## src/rtl/pflash_pkg.sv

```systemverilog
package pflash_pkg;
  typedef enum logic [1:0] {OP_PGM = 2'd0, OP_SERASE = 2'd1, OP_CERASE = 2'd2} op_e;

  localparam int          KEY_AW     = 15;
  localparam logic [14:0] KEY_ADR_A  = 15'h5555;
  localparam logic [14:0] KEY_ADR_B  = 15'h2AAA;
  localparam logic [7:0]  KEY_DAT_A  = 8'hAA;
  localparam logic [7:0]  KEY_DAT_B  = 8'h55;
  localparam logic [7:0]  CMD_PGM    = 8'hA0;
  localparam logic [7:0]  CMD_ESETUP = 8'h80;
  localparam logic [7:0]  CMD_SECT   = 8'h30;
  localparam logic [7:0]  CMD_CHIP   = 8'h10;
endpackage

```

## src/rtl/pflash_bus_sync.sv

```systemverilog
module pflash_bus_sync #(
  parameter int ADDR_W = 15,
  parameter int MEM_AW = 6
) (
  input  logic              clk,
  input  logic              rst_n,
  input  logic              chip_sel_n,
  input  logic              out_en_n,
  input  logic              wr_en_n,
  input  logic [ADDR_W-1:0] addr,
  input  logic [7:0]        wdata,
  output logic              wr_evt,
  output logic [ADDR_W-1:0] wr_addr,
  output logic [7:0]        wr_data,
  output logic              rd_act,
  output logic              rd_end,
  output logic [MEM_AW-1:0] rd_idx
);
  localparam int PW = 3 + ADDR_W + 8;

  logic [PW-1:0]     s1_q, s2_q;
  logic              cs2, oe2, we2;
  logic [ADDR_W-1:0] a2;
  logic [7:0]        d2;
  logic              wr_act, wr_act_q, rd_act_q;
  logic [ADDR_W-1:0] addr_lat_q;
  logic [7:0]        data_hold_q;

  always_ff @(posedge clk or negedge rst_n) begin
    if (!rst_n) begin
      s1_q <= {3'b111, {(ADDR_W+8){1'b0}}};
      s2_q <= {3'b111, {(ADDR_W+8){1'b0}}};
    end else begin
      s1_q <= {chip_sel_n, out_en_n, wr_en_n, addr, wdata};
      s2_q <= s1_q;
    end
  end

  assign {cs2, oe2, we2, a2, d2} = s2_q;
  assign wr_act = ~cs2 & ~we2;
  assign rd_act = ~cs2 & ~oe2;

  always_ff @(posedge clk or negedge rst_n) begin
    if (!rst_n) begin
      wr_act_q    <= 1'b0;
      rd_act_q    <= 1'b0;
      addr_lat_q  <= '0;
      data_hold_q <= '0;
    end else begin
      wr_act_q <= wr_act;
      rd_act_q <= rd_act;
      if (wr_act && !wr_act_q) addr_lat_q <= a2;
      if (wr_act) data_hold_q <= d2;
    end
  end

  assign wr_evt  = wr_act_q & ~wr_act;
  assign wr_addr = addr_lat_q;
  assign wr_data = data_hold_q;
  assign rd_end  = rd_act_q & ~rd_act;
  assign rd_idx  = a2[MEM_AW-1:0];


  addr_hold_chk: assert property (@(posedge clk) disable iff (!rst_n)
    (wr_act && wr_act_q) |=> $stable(addr_lat_q));
endmodule

```

## src/rtl/pflash_seq_dec.sv

```systemverilog
module pflash_seq_dec
  import pflash_pkg::*;
#(
  parameter int ADDR_W = 15,
  parameter int MEM_AW = 6
) (
  input  logic              clk,
  input  logic              rst_n,
  input  logic              wr_evt,
  input  logic [ADDR_W-1:0] wr_addr,
  input  logic [7:0]        wr_data,
  input  logic              busy,
  output logic              op_vld,
  output op_e               op_kind,
  output logic [MEM_AW-1:0] op_idx,
  output logic [7:0]        op_data
);
  typedef enum logic [2:0] {
    S_IDLE, S_U1, S_U2, S_PGM, S_E1, S_E2, S_E3
  } seq_e;

  seq_e              state_q, state_d;
  logic              emit;
  op_e               kind_d;
  logic [KEY_AW-1:0] key;
  logic              hit_a, hit_b;

  assign key   = wr_addr[KEY_AW-1:0];
  assign hit_a = (key == KEY_ADR_A) && (wr_data == KEY_DAT_A);
  assign hit_b = (key == KEY_ADR_B) && (wr_data == KEY_DAT_B);

  always_comb begin
    state_d = state_q;
    emit    = 1'b0;
    kind_d  = OP_PGM;
    if (wr_evt) begin
      state_d = S_IDLE;
      unique case (state_q)
        S_IDLE: if (hit_a) state_d = S_U1;
        S_U1:   if (hit_b) state_d = S_U2;
        S_U2: begin
          if (key == KEY_ADR_A && wr_data == CMD_PGM)    state_d = S_PGM;
          if (key == KEY_ADR_A && wr_data == CMD_ESETUP) state_d = S_E1;
        end
        S_PGM:  emit = 1'b1;
        S_E1:   if (hit_a) state_d = S_E2;
        S_E2:   if (hit_b) state_d = S_E3;
        S_E3: begin
          if (wr_data == CMD_SECT) begin
            emit   = 1'b1;
            kind_d = OP_SERASE;
          end else if (wr_data == CMD_CHIP && key == KEY_ADR_A) begin
            emit   = 1'b1;
            kind_d = OP_CERASE;
          end
        end
        default: state_d = S_IDLE;
      endcase
    end
  end

  always_ff @(posedge clk or negedge rst_n) begin
    if (!rst_n) begin
      state_q <= S_IDLE;
      op_vld  <= 1'b0;
      op_kind <= OP_PGM;
      op_idx  <= '0;
      op_data <= '0;
    end else if (busy) begin
      state_q <= S_IDLE;
      op_vld  <= 1'b0;
    end else begin
      state_q <= state_d;
      op_vld  <= emit;
      if (emit) begin
        op_kind <= kind_d;
        op_idx  <= wr_addr[MEM_AW-1:0];
        op_data <= (kind_d == OP_PGM) ? wr_data : 8'hFF;
      end
    end
  end


  busy_idle_chk: assert property (@(posedge clk) disable iff (!rst_n)
    busy |=> (state_q == S_IDLE && !op_vld));
endmodule

```

## src/rtl/pflash_exec.sv

```systemverilog
module pflash_exec
  import pflash_pkg::*;
#(
  parameter int MEM_AW  = 6,
  parameter int SECT_AW = 4,
  parameter int PGM_CYC = 200,
  parameter int SER_CYC = 400,
  parameter int CER_CYC = 600
) (
  input  logic              clk,
  input  logic              rst_n,
  input  logic              op_vld,
  input  op_e               op_kind,
  input  logic [MEM_AW-1:0] op_idx,
  input  logic [7:0]        op_data,
  input  logic              rd_end,
  input  logic [MEM_AW-1:0] rd_idx,
  output logic              busy,
  output logic [7:0]        rd_word,
  output logic [7:0]        stat_word
);
  localparam int DEPTH   = 1 << MEM_AW;
  localparam int MAX_AB  = (PGM_CYC > SER_CYC) ? PGM_CYC : SER_CYC;
  localparam int CNT_MAX = (MAX_AB > CER_CYC) ? MAX_AB : CER_CYC;
  localparam int CNT_W   = $clog2(CNT_MAX + 1);

  logic [CNT_W-1:0]            cnt_q;
  logic                        busy_q, tog_q, done;
  op_e                         kind_q;
  logic [MEM_AW-1:0]           idx_q;
  logic [7:0]                  dat_q;
  logic [DEPTH-1:0][7:0]       mem_w;

  assign done = busy_q && (cnt_q == CNT_W'(1));

  always_ff @(posedge clk or negedge rst_n) begin
    if (!rst_n) begin
      busy_q <= 1'b0;
      cnt_q  <= '0;
      kind_q <= OP_PGM;
      idx_q  <= '0;
      dat_q  <= 8'hFF;
      tog_q  <= 1'b0;
    end else if (!busy_q) begin
      if (op_vld) begin
        busy_q <= 1'b1;
        kind_q <= op_kind;
        idx_q  <= op_idx;
        dat_q  <= op_data;
        tog_q  <= 1'b0;
        unique case (op_kind)
          OP_PGM:    cnt_q <= CNT_W'(PGM_CYC);
          OP_SERASE: cnt_q <= CNT_W'(SER_CYC);
          default:   cnt_q <= CNT_W'(CER_CYC);
        endcase
      end
    end else begin
      cnt_q <= cnt_q - CNT_W'(1);
      if (rd_end) tog_q <= ~tog_q;
      if (done) busy_q <= 1'b0;
    end
  end

  for (genvar g = 0; g < DEPTH; g++) begin : g_word
    localparam logic [MEM_AW-1:0] GA = MEM_AW'(g);
    logic [7:0] word_q;
    logic       hit;
    assign hit = done && ((kind_q == OP_CERASE) ||
                 (kind_q == OP_SERASE && GA[MEM_AW-1:SECT_AW] == idx_q[MEM_AW-1:SECT_AW]) ||
                 (kind_q == OP_PGM && GA == idx_q));
    always_ff @(posedge clk or negedge rst_n) begin
      if (!rst_n)   word_q <= 8'hFF;
      else if (hit) word_q <= (kind_q == OP_PGM) ? (word_q & dat_q) : 8'hFF;
    end
    assign mem_w[g] = word_q;
  end

  assign busy      = busy_q;
  assign rd_word   = mem_w[rd_idx];
  assign stat_word = {~dat_q[7], tog_q, 6'b000000};


  run_to_end_chk: assert property (@(posedge clk) disable iff (!rst_n)
    (busy_q && cnt_q > CNT_W'(1)) |=> busy_q);

  ignore_busy_chk: assert property (@(posedge clk) disable iff (!rst_n)
    (busy_q && op_vld) |=> ($stable(kind_q) && $stable(idx_q) && $stable(dat_q)));

  pgm_clear_only_chk: assert property (@(posedge clk) disable iff (!rst_n)
    (done && kind_q == OP_PGM) |=> ((mem_w[idx_q] & ~$past(mem_w[idx_q])) == 8'h00));

  chip_all_ones_chk: assert property (@(posedge clk) disable iff (!rst_n)
    (done && kind_q == OP_CERASE) |=> (&mem_w));
endmodule

```

## src/rtl/pflash_cmd_ctrl.sv

```systemverilog
module pflash_cmd_ctrl
  import pflash_pkg::*;
#(
  parameter int ADDR_W  = 15,
  parameter int MEM_AW  = 6,
  parameter int SECT_AW = 4,
  parameter int PGM_CYC = 200,
  parameter int SER_CYC = 400,
  parameter int CER_CYC = 600
) (
  input  logic              clk,
  input  logic              rst_n,
  input  logic              chip_sel_n,
  input  logic              out_en_n,
  input  logic              wr_en_n,
  input  logic [ADDR_W-1:0] addr,
  input  logic [7:0]        wdata,
  output logic [7:0]        rdata,
  output logic              rdata_en
);
  logic              wr_evt, rd_act, rd_end, busy, op_vld;
  logic [ADDR_W-1:0] wr_addr;
  logic [7:0]        wr_data, op_data, rd_word, stat_word;
  logic [MEM_AW-1:0] rd_idx, op_idx;
  op_e               op_kind;

  pflash_bus_sync #(.ADDR_W(ADDR_W), .MEM_AW(MEM_AW)) u_sync (
    .clk(clk), .rst_n(rst_n), .chip_sel_n(chip_sel_n), .out_en_n(out_en_n),
    .wr_en_n(wr_en_n), .addr(addr), .wdata(wdata), .wr_evt(wr_evt),
    .wr_addr(wr_addr), .wr_data(wr_data), .rd_act(rd_act), .rd_end(rd_end),
    .rd_idx(rd_idx)
  );

  pflash_seq_dec #(.ADDR_W(ADDR_W), .MEM_AW(MEM_AW)) u_dec (
    .clk(clk), .rst_n(rst_n), .wr_evt(wr_evt), .wr_addr(wr_addr),
    .wr_data(wr_data), .busy(busy), .op_vld(op_vld), .op_kind(op_kind),
    .op_idx(op_idx), .op_data(op_data)
  );

  pflash_exec #(.MEM_AW(MEM_AW), .SECT_AW(SECT_AW), .PGM_CYC(PGM_CYC),
                .SER_CYC(SER_CYC), .CER_CYC(CER_CYC)) u_exec (
    .clk(clk), .rst_n(rst_n), .op_vld(op_vld), .op_kind(op_kind),
    .op_idx(op_idx), .op_data(op_data), .rd_end(rd_end), .rd_idx(rd_idx),
    .busy(busy), .rd_word(rd_word), .stat_word(stat_word)
  );

  assign rdata    = busy ? stat_word : rd_word;
  assign rdata_en = rd_act;


  rd_drive_chk: assert property (@(posedge clk) disable iff (!rst_n)
    rdata_en |-> (!$past(chip_sel_n, 2) && !$past(out_en_n, 2)));
endmodule

```

## config.mk

```make
export PLATFORM = sky130hd
export DESIGN_NAME = pflash_cmd_ctrl
export DESIGN_NICKNAME = d
export VERILOG_FILES = /design/src/rtl/pflash_pkg.sv /design/src/rtl/pflash_bus_sync.sv /design/src/rtl/pflash_seq_dec.sv /design/src/rtl/pflash_exec.sv /design/src/rtl/pflash_cmd_ctrl.sv
export SDC_FILE = /design/constraint.sdc
export NUM_CORES = 1
export LEC_CHECK = 0
export BUFFER_PORTS_ARGS = -buffer_cell sky130_fd_sc_hd__buf_2
export CELL_PAD_IN_SITES_DETAIL_PLACEMENT = 0
export CELL_PAD_IN_SITES_GLOBAL_PLACEMENT = 2
export CORE_AREA = 4 4 198 393
export CTS_BUF_LIST = sky130_fd_sc_hd__clkbuf_16
export DETAILED_ROUTE_END_ITERATION = 8
export DIE_AREA = 0 0 202 397
export PLACE_DENSITY = 0.81
export SYNTH_ARGS = -nofsm -noshare
export SYNTH_HDL_FRONTEND = slang
export SYNTH_SLANG_ARGS = --single-unit
export TNS_END_PERCENT = 1
```

## constraint.sdc

```tcl
create_clock -name clk -period 2.05 [get_ports clk]
set_clock_uncertainty 0.15 [all_clocks]
set_input_delay 0.1025 -clock clk [delete_from_list [all_inputs] [get_ports clk]]
set_output_delay 0.1025 -clock clk [all_outputs]
set_load 0.05 [all_outputs]
```

Yosys cells after proc, flatten, opt, wreduce, memory -nomap -nowiden
Cells that the tools add are included.
W data, S select, Z words.
{"block": "word_totals", "regBits": 637, "wordCells": 558, "output_inout_bits": 9}
{"block": "op_classes", "n_addsub": 1, "magnitude_cmp": 1, "eq_ne": 85, "mux": 95, "bitwise_logic": 76, "n_reduce_logical": 219}
{"cell": "$mux W8", "n": 67}
{"cell": "$and A8 B8 Y8", "n": 64}
{"cell": "$eq A6 B6 Y1 const A", "n": 32}
{"cell": "$logic_and A1 B1 Y1", "n": 139}
{"cell": "$eq A5 B6 Y1 const A", "n": 16}
{"cell": "$logic_or A1 B1 Y1", "n": 68}
{"cell": "$bmux W8 S6", "n": 1}
{"cell": "$eq A4 B6 Y1 const A", "n": 8}
{"cell": "$eq A3 B6 Y1 const A", "n": 4}
{"cell": "$eq A8 B8 Y1 const B", "n": 3}
{"cell": "$mux W10", "n": 2}
{"cell": "$pmux W10 S2", "n": 1}
{"cell": "$eq A15 B14 Y1 const B", "n": 1}
{"cell": "$eq A15 B15 Y1 const B", "n": 1}
{"cell": "$mux W3", "n": 5}
{"cell": "$pmux W3 S5", "n": 1}
{"cell": "$eq A2 B6 Y1 const A", "n": 2}
{"cell": "$mux W2", "n": 6}
{"cell": "$mux W1", "n": 11}
{"cell": "$eq A10 B1 Y1 const B", "n": 1}
{"cell": "$sub A10 B1 Y10 const B", "n": 1}
{"cell": "$eq A3 B3 Y1 const B", "n": 3}
{"cell": "$eq A8 B5 Y1 const B", "n": 1}
{"cell": "$eq A8 B6 Y1 const B", "n": 1}
{"cell": "other kinds (19)", "n": 38}

Longest topological paths before layout
Gate-level depths: netlist (run 1).
{"block": "depth", "word_depth": 8, "depth_mapped": 10, "mapped_depth_nobuf": 7}

Cells and area by module
From an unflattened synthesis (run 1), not the netlist that was laid out.
{"block": "unflattened", "cells_unflattened": 2521, "hier_area_um2": 31431.4}
{"module": "pflash_exec", "seq_area_each_um2": 14163.6, "n_inst": 1, "cells_each": 2319, "area_each_um2": 27953.1}
{"module": "pflash_bus_sync", "seq_area_each_um2": 1934.4, "n_inst": 1, "cells_each": 112, "area_each_um2": 2292.2}
{"module": "pflash_seq_dec", "seq_area_each_um2": 500.5, "n_inst": 1, "cells_each": 81, "area_each_um2": 1054.8}
{"module": "pflash_cmd_ctrl", "seq_area_each_um2": 0.0, "n_inst": 1, "cells_each": 9, "area_each_um2": 131.4}

Least setup slack after synthesis (run 1)
No wires, ideal clock.
{"block": "synth_path", "path_kind": "reg-to-output", "from": "register u_sync.s2_q[10]", "to": "output port rdata[5]", "path_buffers": 4, "t_arrival_ns": 3.172, "required_ns": 1.798, "path_slack_ns": -1.374, "path_stages_with_launch": 9, "cell_sequence": "dfrtp_1 buf_2 buf_2 buf_2 clkbuf_1 nand2_1 nand4_1 nand2_1 o41ai_1"}
{"block": "synth_between", "elab_chain_len": 3}
{"element": "from (decl)", "line_no": "pflash_bus_sync.sv:21", "rtl": "logic [PW-1:0] s1_q, s2_q;"}
{"element": "from (signal assigned)", "line_no": "pflash_bus_sync.sv:32", "rtl": "s2_q <= {3'b111, {(ADDR_W+8){1'b0}}};"}
{"element": "from (signal assigned)", "line_no": "pflash_bus_sync.sv:35", "rtl": "s2_q <= s1_q;"}
{"element": "$bmux W8 S6", "line_no": "pflash_exec.sv:79", "rtl": "assign rd_word = mem_w[rd_idx];"}
{"element": "$mux W8 (implied by the code)", "line_no": "pflash_exec.sv:79"}
{"element": "$mux W8", "line_no": "pflash_cmd_ctrl.sv:47", "rtl": "assign rdata = busy ? stat_word : rd_word;"}
{"element": "to (decl)", "line_no": "pflash_cmd_ctrl.sv:18", "rtl": "output logic [7:0] rdata,"}
No other way between the ends. The select of a mux whose other input is x is not followed.

Worst setup path after layout (run 1)
{"block": "layout_path", "from": "register u_sync.s2_q[8]", "to": "output port rdata[5]"}
Same word-level chain as after synthesis.

==> impl_metrics.json, run 1 <==
{
  "gp_congestion": 0.911,
  "finalHoldViolCount": 0,
  "cts_num_sinks": 637,
  "num-fill-cells": 6659,
  "setup_viol_count_final": 537,
  "p_int_w": 0.0200,
  "clkLatencyLatePin_ns": 0.64,
  "switching_share": 0.228,
  "drc": 0,
  "io_pins": 37,
  "n_antenna_cell": 0,
  "final_cells": 3901,
  "critPathLaunchType": "register",
  "worstMarginPinSlew_ns": 0.535,
  "grt_pass1_wl_um": 147000,
  "drtPass1Iterations": 5,
  "core_area_um2": 74800,
  "final-seq-area_um2": 16600,
  "cp_max_fo": 7,
  "syn_to_final_growth_pct": 24.2,
  "combPwrFrac": 0.058,
  "synth_warnings": 0,
  "p_leak_nw": 17.2,
  "die_x_um": 202,
  "finalNetCount": 2875,
  "power_switching_w": 0.00589,
  "clk_pin_slew_ns": 0.07,
  "hpwlAfterDp_um": 71400,
  "final_layout_size_suffix_gt1_frac": 0.460,
  "synth_area_leader_cell": "dfstp_2",
  "yosysUniqueCellTypes": 61,
  "place_inst": 3729,
  "grt.total_usage": 0.242,
  "post_synth.cell_area_avg_um2": 11.5,
  "pwr-share-seq": 0.497,
  "numCtsBuffers": 57,
  "cp.arrival_ns": 3.21,
  "violations": "negative setup slack",
  "max_freq_mhz": 289,
  "grt_antenna_before_repair": 0,
  "rrSetupSlack_ns": -0.46,
  "ys_seq_area_frac": 0.573,
  "wl_met3_um": 3850,
  "netlist_top_cells_area": "dfstp_2, mux4_2, dfrtp_1",
  "first_iter_violations": 1305,
  "chipHeight_um": 397,
  "port_buffers": 36,
  "synth-edff-count": 0,
  "cellPowerDensity_nw_per_um2": 719,
  "ys_ff_latch": 637,
  "post-route-period-util": 1.69,
  "gr-total-overflow": 0,
  "async_reset_ff_frac": 1.00,
  "p_clk_frac": 0.445,
  "whs_ns": 0.0561,
  "cts_max_level": 2,
  "synth_fp_nets": 2553,
  "critPathRequiredTime_ns": 1.80,
  "top_layer": "met4",
  "cts_tree": "built",
  "initial_core_util": 0.388,
  "ir_drop_uv": 803,
  "ant_nets": 0,
  "wl_met2_um": 51700,
  "min_path_type": "in2reg",
  "vias_per_cell": 5.54,
  "via_count": 21600,
  "met1_length_um": 32300,
  "slew_viol_final": 0,
  "grt_pass1_vias": 23500,
  "root_buffer": "clkbuf_16",
  "cp-end-kind": "output port",
  "wl_um": 97400,
  "syn-cell-area_um2": 29000,
  "multi_input_area_um2": 12100,
  "cts.path.max_buffers": 3,
  "max_cap_viol_count": 0,
  "std_cell_rows": 142,
  "synthFlopType": "dfstp_2",
  "grt_start_max_net_pins": 82,
  "critPathKind": "reg2out",
  "rsz0062_at_grt": "yes",
  "setup_ws_ns": -1.41,
  "syn_inst": 2523,
  "yosys.area.top_type_share": 0.477,
  "period_needed_ns": 3.46,
  "die-area_um2": 80200,
  "outcome": "finished, violations left",
  "yosysMostFrequentCell": "nand2_1",
  "routedWlPerCell_um": 25.0,
  "synth_common_cells": "nand2_1, dfstp_2, o21ai_1",
  "max_slew_margin": 0.642
}
worst max-delay path: stages, from the launching register on:
cell and delay [ns]:
dfrtp_4 0.53, buf_12 0.17, buf_12 0.13, mux4_2 0.53, mux2i_4 0.28, buf_4 0.16
a21oi_1 0.07, o211ai_1 0.26, o41ai_4 0.22, buf_6 0.20
flip-flops by register name, summed over array words and instances, names as in the netlist:
name	flops
u_sync.s2_q	26
u_sync.wr_data	8
u_exec.g_word.word_q	512
u_exec.cnt_q	10
u_dec.op_data	8
u_exec.dat_q	8
u_dec.op_vld	1
u_sync.s1_q	26
u_exec.kind_q	2
u_dec.state_q	3
u_exec.idx_q	6
u_sync.wr_addr	15
u_dec.op_kind	2
u_dec.op_idx	6
u_sync.wr_act_q	1
u_exec.tog_q	1
u_sync.rd_act_q	1
u_exec.busy	1
per-stage QoR:
stage | TNS [ns] | setup slack (ns) | cell area [um^2] | util | power, W
6_report | -171.80 | -1.41 | 36000 | 0.481 | 0.0259
5_1_grt | -227.94 | -1.46 | 36000 | 0.481 | 0.0268
3_5_place_dp | -197.03 | -1.06 | 32700 | 0.438 | 0.0144
4_1_cts | -177.75 | -1.44 | 35700 | 0.478 | 0.0261
3_3_place_gp | -186.17 | -1.12 | 32700 | 0.438 | 0.0144
2_1_floorplan | -84.71 | -0.388 | 29200 | - | 0.0136
cell families after synthesis:
family | count (synthesis) | synth area share
simple gates | 850 | 0.148
compound gates | 660 | 0.118
flops | 637 | 0.573
mux | 214 | 0.131
buf+inv | 154 | 0.0271
xor+xnor | 6 | 0.00181
fa+ha+maj | 2 | 0.000863
cell usage in the layout, fill, tap and decap left out, drive strengths merged, types with 5 or more instances in the layout:
| cell | count |
|---|---|
| nand2 | 660 |
| o21ai | 593 |
| dfstp | 526 |
| buf | 350 |
| mux4 | 130 |
| dfrtp | 111 |
| nand3 | 81 |
| clkbuf | 60 |
| dlygate4sd3 | 53 |
| mux2i | 51 |
| mux2 | 33 |
| nor2 | 28 |
| clkinv | 25 |
| inv | 22 |
| a21oi | 22 |
| nor2b | 20 |
| o211ai | 13 |
| bufinv | 10 |
| nand4 | 8 |
| nand2b | 7 |
| a211oi | 6 |
| nor3 | 6 |
| or3 | 6 |
| and2 | 5 |
| a22oi | 5 |
| o31ai | 5 |
timing repair:
item / 4_1_cts / 5_1_grt
gates cloned: 2 / 0
hold buffers: 53 / 0
setup buffers: 5 / 5
resized for setup: 128 / 95
hold endpoints to repair: 433 / 0
pin swaps: 5 / 12
endpoints found under the setup margin: 539 / 540
power groups by stage:
stage               combinational [W]  sequential (W)  clock (W)
floorplan                    0.000575          0.0130          0
global placement              0.00132          0.0130          0
detailed placement            0.00134          0.0130          0
CTS                           0.00149          0.0129     0.0118
global route                  0.00161          0.0129     0.0123
finish                        0.00149          0.0129     0.0115
final cells by class:
type,instances,share of cell area
Multi-Input combinational cell,1732,0.337
Timing Repair Buffer,403,0.110
Sequential cell,637,0.461
Tap cell,1008,0.0350
Inverter,14,0.00146
Clock inverter,47,0.0135
Clock buffer,60,0.0417
final timing paths:
| kind | cells past startpoint | endpoint | startpoint |
|---|---|---|---|
| max | 9 | rdata[5] | u_sync.s2_q[8] |
| max reg2reg | 9 | u_exec.g_word[33].word_q[5] | u_exec.cnt_q[6] |
| max in group asynchronous | 3 | u_sync.s2_q[10] | rst_n |
| min in group asynchronous | 2 | u_exec.g_word[57].word_q[6] | rst_n |
| min reg2reg | 0 | u_sync.s2_q[21] | u_sync.s1_q[21] |
| min | 2 | u_sync.s1_q[9] | addr[1] |
layer usage:
layer,GRT usage,vias up
met4,0.194,0
li1,-,9570
met1,0.248,11100
met2,0.439,667
met3,0.0295,301
met5,0,-
No activity file was read; power rests on OpenSTA's default activity.
==> inputs of run 2 (changes only) <==
- ABC_AREA: default -> 1
- CORE_AREA: 4 4 198 393 -> 4 4 208 412
- DIE_AREA: 0 0 202 397 -> 0 0 212 416
- PLACE_DENSITY: 0.81 -> 0.82
==> run 2 against run 1 <==
The flow still finishes with violations (negative setup slack). Hold slack got worse by 0.026 ns. Combinational power increased by 41%. First-iteration DRC count increased by 16%. Cell count increased by 23%. Non-clock buffer count decreased by 42. Critical endpoint is now rdata[4].
==> impl_metrics.json, run 2 <==
{
  "ys_seq_area_frac": 0.564,
  "place_inst": 4609,
  "ys_ff_latch": 637,
  "first_iter_violations": 1519,
  "syn-cell-area_um2": 29400,
  "cp_max_fo": 12,
  "cp-end-kind": "output port",
  "max_cap_viol_count": 0,
  "finalHoldViolCount": 0,
  "largest-register": "u_exec.g_word.word_q",
  "final_common_cell": "nand2_1",
  "p_int_w": 0.0196,
  "finalNetCount": 3728,
  "synth-edff-count": 0,
  "clkLatencyLatePin_ns": 0.65,
  "top_regs": "u_exec.g_word.word_q (512), u_sync.s1_q (26), u_sync.s2_q (26)",
  "power.total_w": 0.0262,
  "grt_pass1_vias": 26500,
  "cellPowerDensity_nw_per_um2": 707,
  "yosysUniqueCellTypes": 36,
  "cts.path.max_buffers": 3,
  "reg2reg_from": "u_exec.cnt_q[5]",
  "cts_max_level": 2,
  "p_leak_nw": 17.4,
  "cp.depth": 12,
  "crit_chain": "buf_12, buf_12, buf_8, nand2_1, nand3_1, nand3_2, nand2_2, nand2_1, nand3_2, nand3_2, a21oi_4, buf_12",
  "critPathRequiredTime_ns": 1.80,
  "numCtsBuffers": 58,
  "outcome": "finished, violations left",
  "yosysMostFrequentCell": "nand2_1",
  "drtPass1Iterations": 5,
  "yosys.area.top_type_share": 0.470,
  "setup_ws_ns": -1.01,
  "slowest_delay_ns": 0.59,
  "synthFlopType": "dfstp_2",
  "async_reset_ff_frac": 1.00,
  "ant_nets": 0,
  "slew_viol_final": 0,
  "root_buffer": "clkbuf_16",
  "cts_num_sinks": 637,
  "grt.total_usage": 0.244,
  "cp.arrival_ns": 2.80,
  "setup_viol_count_final": 390,
  "pwr-share-seq": 0.490,
  "synth_fp_nets": 3512,
  "port_buffers": 36,
  "via_count": 25600,
  "violations": "negative setup slack",
  "critPathKind": "reg2out",
  "fin_area_um2": 37100,
  "min_path_type": "in2reg",
  "crit_end": "rdata[4]",
  "n_antenna_cell": 0,
  "chipHeight_um": 416,
  "r2r_end": "u_exec.g_word[63].word_q[6]",
  "largest_reg_flops": 512,
  "syn_inst": 3482,
  "grt_antenna_before_repair": 0,
  "clk_pin_slew_ns": 0.07,
  "cts_tree": "built",
  "crit_buf_inv": 4,
  "synth_common_cells": "nand2_1, dfstp_2, o21ai_0",
  "wl_um": 109000,
  "whs_ns": 0.0302,
  "post-route-period-util": 1.49,
  "hpwlAfterDp_um": 72900,
  "routedWlPerCell_um": 22.7,
  "die_x_um": 212,
  "drc": 0,
  "gp_congestion": 0.864,
  "combPwrFrac": 0.080,
  "core_area_um2": 82600,
  "switching_share": 0.252,
  "placed_area_um2": 32700,
  "netlist_top_cells_area": "dfstp_2, nand2_1, dfrtp_1",
  "p_clk_frac": 0.430,
  "rr_worst_depth": 10,
  "max_slew_margin": 0.636,
  "die-area_um2": 88200,
  "grt_start_max_net_pins": 91,
  "final_cells": 4802,
  "crit_family": "simple AND/OR/NAND/NOR gates",
  "post_synth.cell_area_avg_um2": 8.45,
  "syn_to_final_growth_pct": 26.1,
  "rrSetupSlack_ns": -0.18,
  "period_needed_ns": 3.06,
  "synth_area_leader_cell": "dfstp_2",
  "cpMaxStageDelayCell": "dfrtp_4",
  "gr-total-overflow": 0,
  "max_freq_mhz": 327,
  "ir_drop_uv": 872,
  "vias_per_cell": 5.33,
  "grt_pass1_wl_um": 165000,
  "final_layout_size_suffix_gt1_frac": 0.335,
  "synth_warnings": 0,
  "setup-tns-final_ns": -34.01,
  "worstMarginPinSlew_ns": 0.542,
  "rsz0062_at_grt": "yes",
  "initial_core_util": 0.356,
  "crit_start": "u_sync.s2_q[8]",
  "io_pins": 37,
  "mostFrequentLayoutCells": "nand2_1, dfstp_2, nand3_1",
  "critPathLaunchType": "register",
  "std_cell_rows": 149,
  "power_switching_w": 0.00661
}
==> run 2: changes by cell type in the layout (fill, tap and decap cells not counted), sizes merged, moves of 10 or more <==
cell	before	now
nand2	660	1335
nand3	81	517
mux4	130	0
mux2i	51	0
buf	350	301
inv	22	68
o21ai	593	625
mux2	33	4
nor2b	20	0
o211ai	13	1
nor2	28	38
==> run 2: worst min-delay path by stage <==
stage                     startpoint          endpoint  slack, ns  cells after the start
after floorplan                rst_n  u_dec.op_data[0]      -0.34                      0
after global placement         rst_n    u_sync.s1_q[9]      -0.07                      2
after detailed placement       rst_n    u_sync.s1_q[9]      -0.08                      2
after CTS                    addr[0]    u_sync.s1_q[8]       0.02                      2
after global routing         addr[0]    u_sync.s1_q[8]       0.03                      2
final                        addr[0]    u_sync.s1_q[8]       0.03                      2
==> run 2: power groups by stage <==
stage	logic [W]	registers, W	clock network, W
after detailed placement	0.00168	0.0130	0
final	0.00210	0.0128	0.0113
after CTS	0.00202	0.0128	0.0116
after global routing	0.00225	0.0128	0.0120
after global placement	0.00168	0.0130	0
after floorplan	0.000753	0.0130	0
==> run 2: layer usage <==
layer | routed length, um | vias up | GRT usage
met4 | 7680 | 0 | 0.141
met5 | 0 | - | 0
met2 | 58300 | 695 | 0.451
li1 | - | 12000 | -
met1 | 39300 | 12600 | 0.267
met3 | 3690 | 294 | 0.0231
==> run 2: worst reg2reg max path: cells and delay by family, from the launching register on <==
family	cells	cell delay (ns)
buffers and inverters	3	0.55
AOI/OAI and AO/OA	1	0.20
DFF	1	0.37
and+or+nand+nor	6	0.87
==> run 2: per-stage QoR <==
| stage | setup slack (ns) | utilization |
|---|---|---|
| CTS | -1.05 | 0.441 |
| detailed placement | -0.614 | 0.396 |
| floorplan | -0.0534 | - |
| finish | -1.01 | 0.449 |
| global route | -1.07 | 0.449 |
| global placement | -0.582 | 0.396 |
==> run 2: layout make-up <==
class                   instances  area (um^2)
well taps                    1057         1320
flip-flops and latches        637        16600
fillers                      8170        45500
repair buffers                361         4060
clock buffers                  58         1450
repair inverters                1         8.76
inverters                      60          243
clock inverters                49          460
multi-input cells            2579        12900
==> run 2: cells by family after synthesis <==
kind of cell | count (synthesis) | synth area share
AOI/OAI and AO/OA | 656 | 0.112
buffers and inverters | 266 | 0.0370
and+or+nand+nor | 1916 | 0.284
muxes | 4 | 0.00153
xor gates and xnor gates | 1 | 0.000298
adders and majority gates | 2 | 0.000851
DFF | 637 | 0.564
==> run 2: repair_timing <==
item                                   CTS  global route
pin swaps                               32            27
resized for setup                      210           275
cloned                                  12             7
hold buffers                            53             0
buffers inserted                        12             7
setup endpoints to repair              531           537
endpoints found under the hold margin  632             0
==> inputs of run 3 (changes only) <==
- RECOVER_POWER: default -> 25
==> run 3 against run 2 <==
The run still ends with negative setup slack left. Register-to-register slack got worse by 0.02 ns. Hold slack better by 0.048 ns. Worst setup slack lost 0.0013 ns. Critical endpoint unchanged. Largest power group unchanged. Highest routed layer unchanged.
==> impl_metrics.json, run 3 (synthesis gave the netlist of run 2 again) <==
{
  "grt_antenna_before_repair": 0,
  "critPathLaunchType": "register",
  "fin_area_um2": 37000,
  "max_freq_mhz": 327,
  "slew_viol_final": 0,
  "cp-end-kind": "output port",
  "cp.arrival_ns": 2.80,
  "final_common_cell": "nand2_1",
  "finalHoldViolCount": 0,
  "numCtsBuffers": 58,
  "max_cap_viol_count": 0,
  "initial_core_util": 0.356,
  "io_pins": 37,
  "n_antenna_cell": 0,
  "hpwlAfterDp_um": 72900,
  "busiest_layer": "met2",
  "grt_util_met3": 0.0231,
  "pre_cts_ws_ns": -0.614,
  "min_path_type": "in2reg",
  "placed_area_um2": 32700,
  "port_buffers": 36,
  "grt_pass1_wl_um": 165000,
  "cts_num_sinks": 637,
  "final_layout_size_suffix_gt1_frac": 0.334,
  "setup_viol_count_final": 387,
  "p_leak_nw": 17.4,
  "clk_pin_slew_ns": 0.07,
  "setup_ws_ns": -1.01,
  "chipHeight_um": 416,
  "std_cell_rows": 149,
  "use_met1": 0.267,
  "largest-register": "u_exec.g_word.word_q",
  "worstMarginPinSlew_ns": 1.07,
  "syn_to_final_growth_pct": 25.8,
  "routedWlPerCell_um": 22.7,
  "cts.path.max_buffers": 3,
  "mostFrequentLayoutCells": "nand2_1, dfstp_2, nand3_1",
  "vias_per_cell": 5.32,
  "gp_congestion": 0.864,
  "drc": 0,
  "ir_drop_uv": 872,
  "first_iter_violations": 1453,
  "cts_tree": "built",
  "die_x_um": 212,
  "largest_reg_flops": 512,
  "finalNetCount": 3728,
  "outcome": "finished, violations left",
  "ant_nets": 0,
  "top_regs": "u_exec.g_word.word_q (512), u_sync.s1_q (26), u_sync.s2_q (26)",
  "grt_start_max_net_pins": 91,
  "grt.total_usage": 0.244,
  "root_buffer": "clkbuf_16",
  "grt_pass1_vias": 26500,
  "period_needed_ns": 3.06,
  "max_slew_margin": 0.284,
  "cts_max_level": 2,
  "whs_ns": 0.0786,
  "gr-total-overflow": 0,
  "post-route-period-util": 1.49,
  "cellPowerDensity_nw_per_um2": 708,
  "fin_util": 0.448,
  "cp_max_fo": 12,
  "core_area_um2": 82600,
  "via_count": 25500,
  "grtUsageMet2": 0.451,
  "violations": "negative setup slack",
  "rsz0062_at_grt": "yes",
  "clkLatencyLatePin_ns": 0.65,
  "critPathRequiredTime_ns": 1.80,
  "die-area_um2": 88200,
  "drtPass1Iterations": 6,
  "wl_um": 109000,
  "critPathKind": "reg2out"
}
-- run 3: timing repair --
item / in CTS / in global routing
buffers inserted: 12 / 7
setup endpoints to repair: 531 / 537
resized for setup: 210 / 275
hold buffers: 53 / 0
hold endpoints to repair: 632 / 0
pin swaps: 32 / 27
gates cloned: 12 / 7
-- run 3: per-layer routing --
| layer | wire, um | vias up |
|---|---|---|
| met3 | 3100 | 287 |
| met5 | 0 | - |
| met4 | 7570 | 0 |
| met2 | 58500 | 606 |
| li1 | - | 12000 |
| met1 | 39800 | 12600 |
-- run 3: worst max-delay path: stages (launching register included) --
cell     delay (ns)
dfrtp_4        0.59
buf_12         0.23
buf_12         0.13
buf_8          0.13
nand2_1        0.06
nand3_1        0.09
nand3_2        0.12
nand2_2        0.12
nand2_1        0.07
nand3_2        0.10
nand3_2        0.12
a21oi_4        0.23
buf_12         0.17
-- run 3: worst paths after layout --
kind,from,endpoint,slack [ns],cells past startpoint
worst max-delay path,u_sync.s2_q[8],rdata[4],-1.01,12
worst min-delay path,addr[0],u_sync.s1_q[8],0.08,2
worst max register to register,u_exec.cnt_q[5],u_exec.g_word[63].word_q[6],-0.20,10
worst min register to register,u_sync.s1_q[15],u_sync.s2_q[15],0.18,0
max in group asynchronous,rst_n,u_exec.g_word[21].word_q[0],0.30,4
min in group asynchronous,rst_n,u_sync.s1_q[9],0.54,4
-- run 3: area by class of cell --
type | instances | area (um^2)
fillers | 8180 | 45600
flip-flops and latches | 637 | 16600
multi-input cells | 2579 | 12900
repair buffers | 361 | 3980
clock buffers | 58 | 1450
well taps | 1057 | 1320
clock inverters | 49 | 460
inverters | 60 | 243
repair inverters | 1 | 8.76
-- run 3: per-stage QoR --
stage | TNS, ns | power, W | cells
2_1_floorplan | -0.342 | 0.0137 | 3482
3_3_place_gp | -97.01 | 0.0147 | 4609
3_5_place_dp | -103.76 | 0.0147 | 4609
4_1_cts | -34.63 | 0.0264 | 4791
5_1_grt | -89.63 | 0.0271 | 4802
6_report | -33.79 | 0.0262 | 4802
-- run 3: report_power, final --
group          switching, W  internal, W  total [W]
registers         0.0000928       0.0127     0.0128
clock network       0.00520      0.00608     0.0113
logic               0.00131     0.000767    0.00208
total               0.00660       0.0196     0.0262
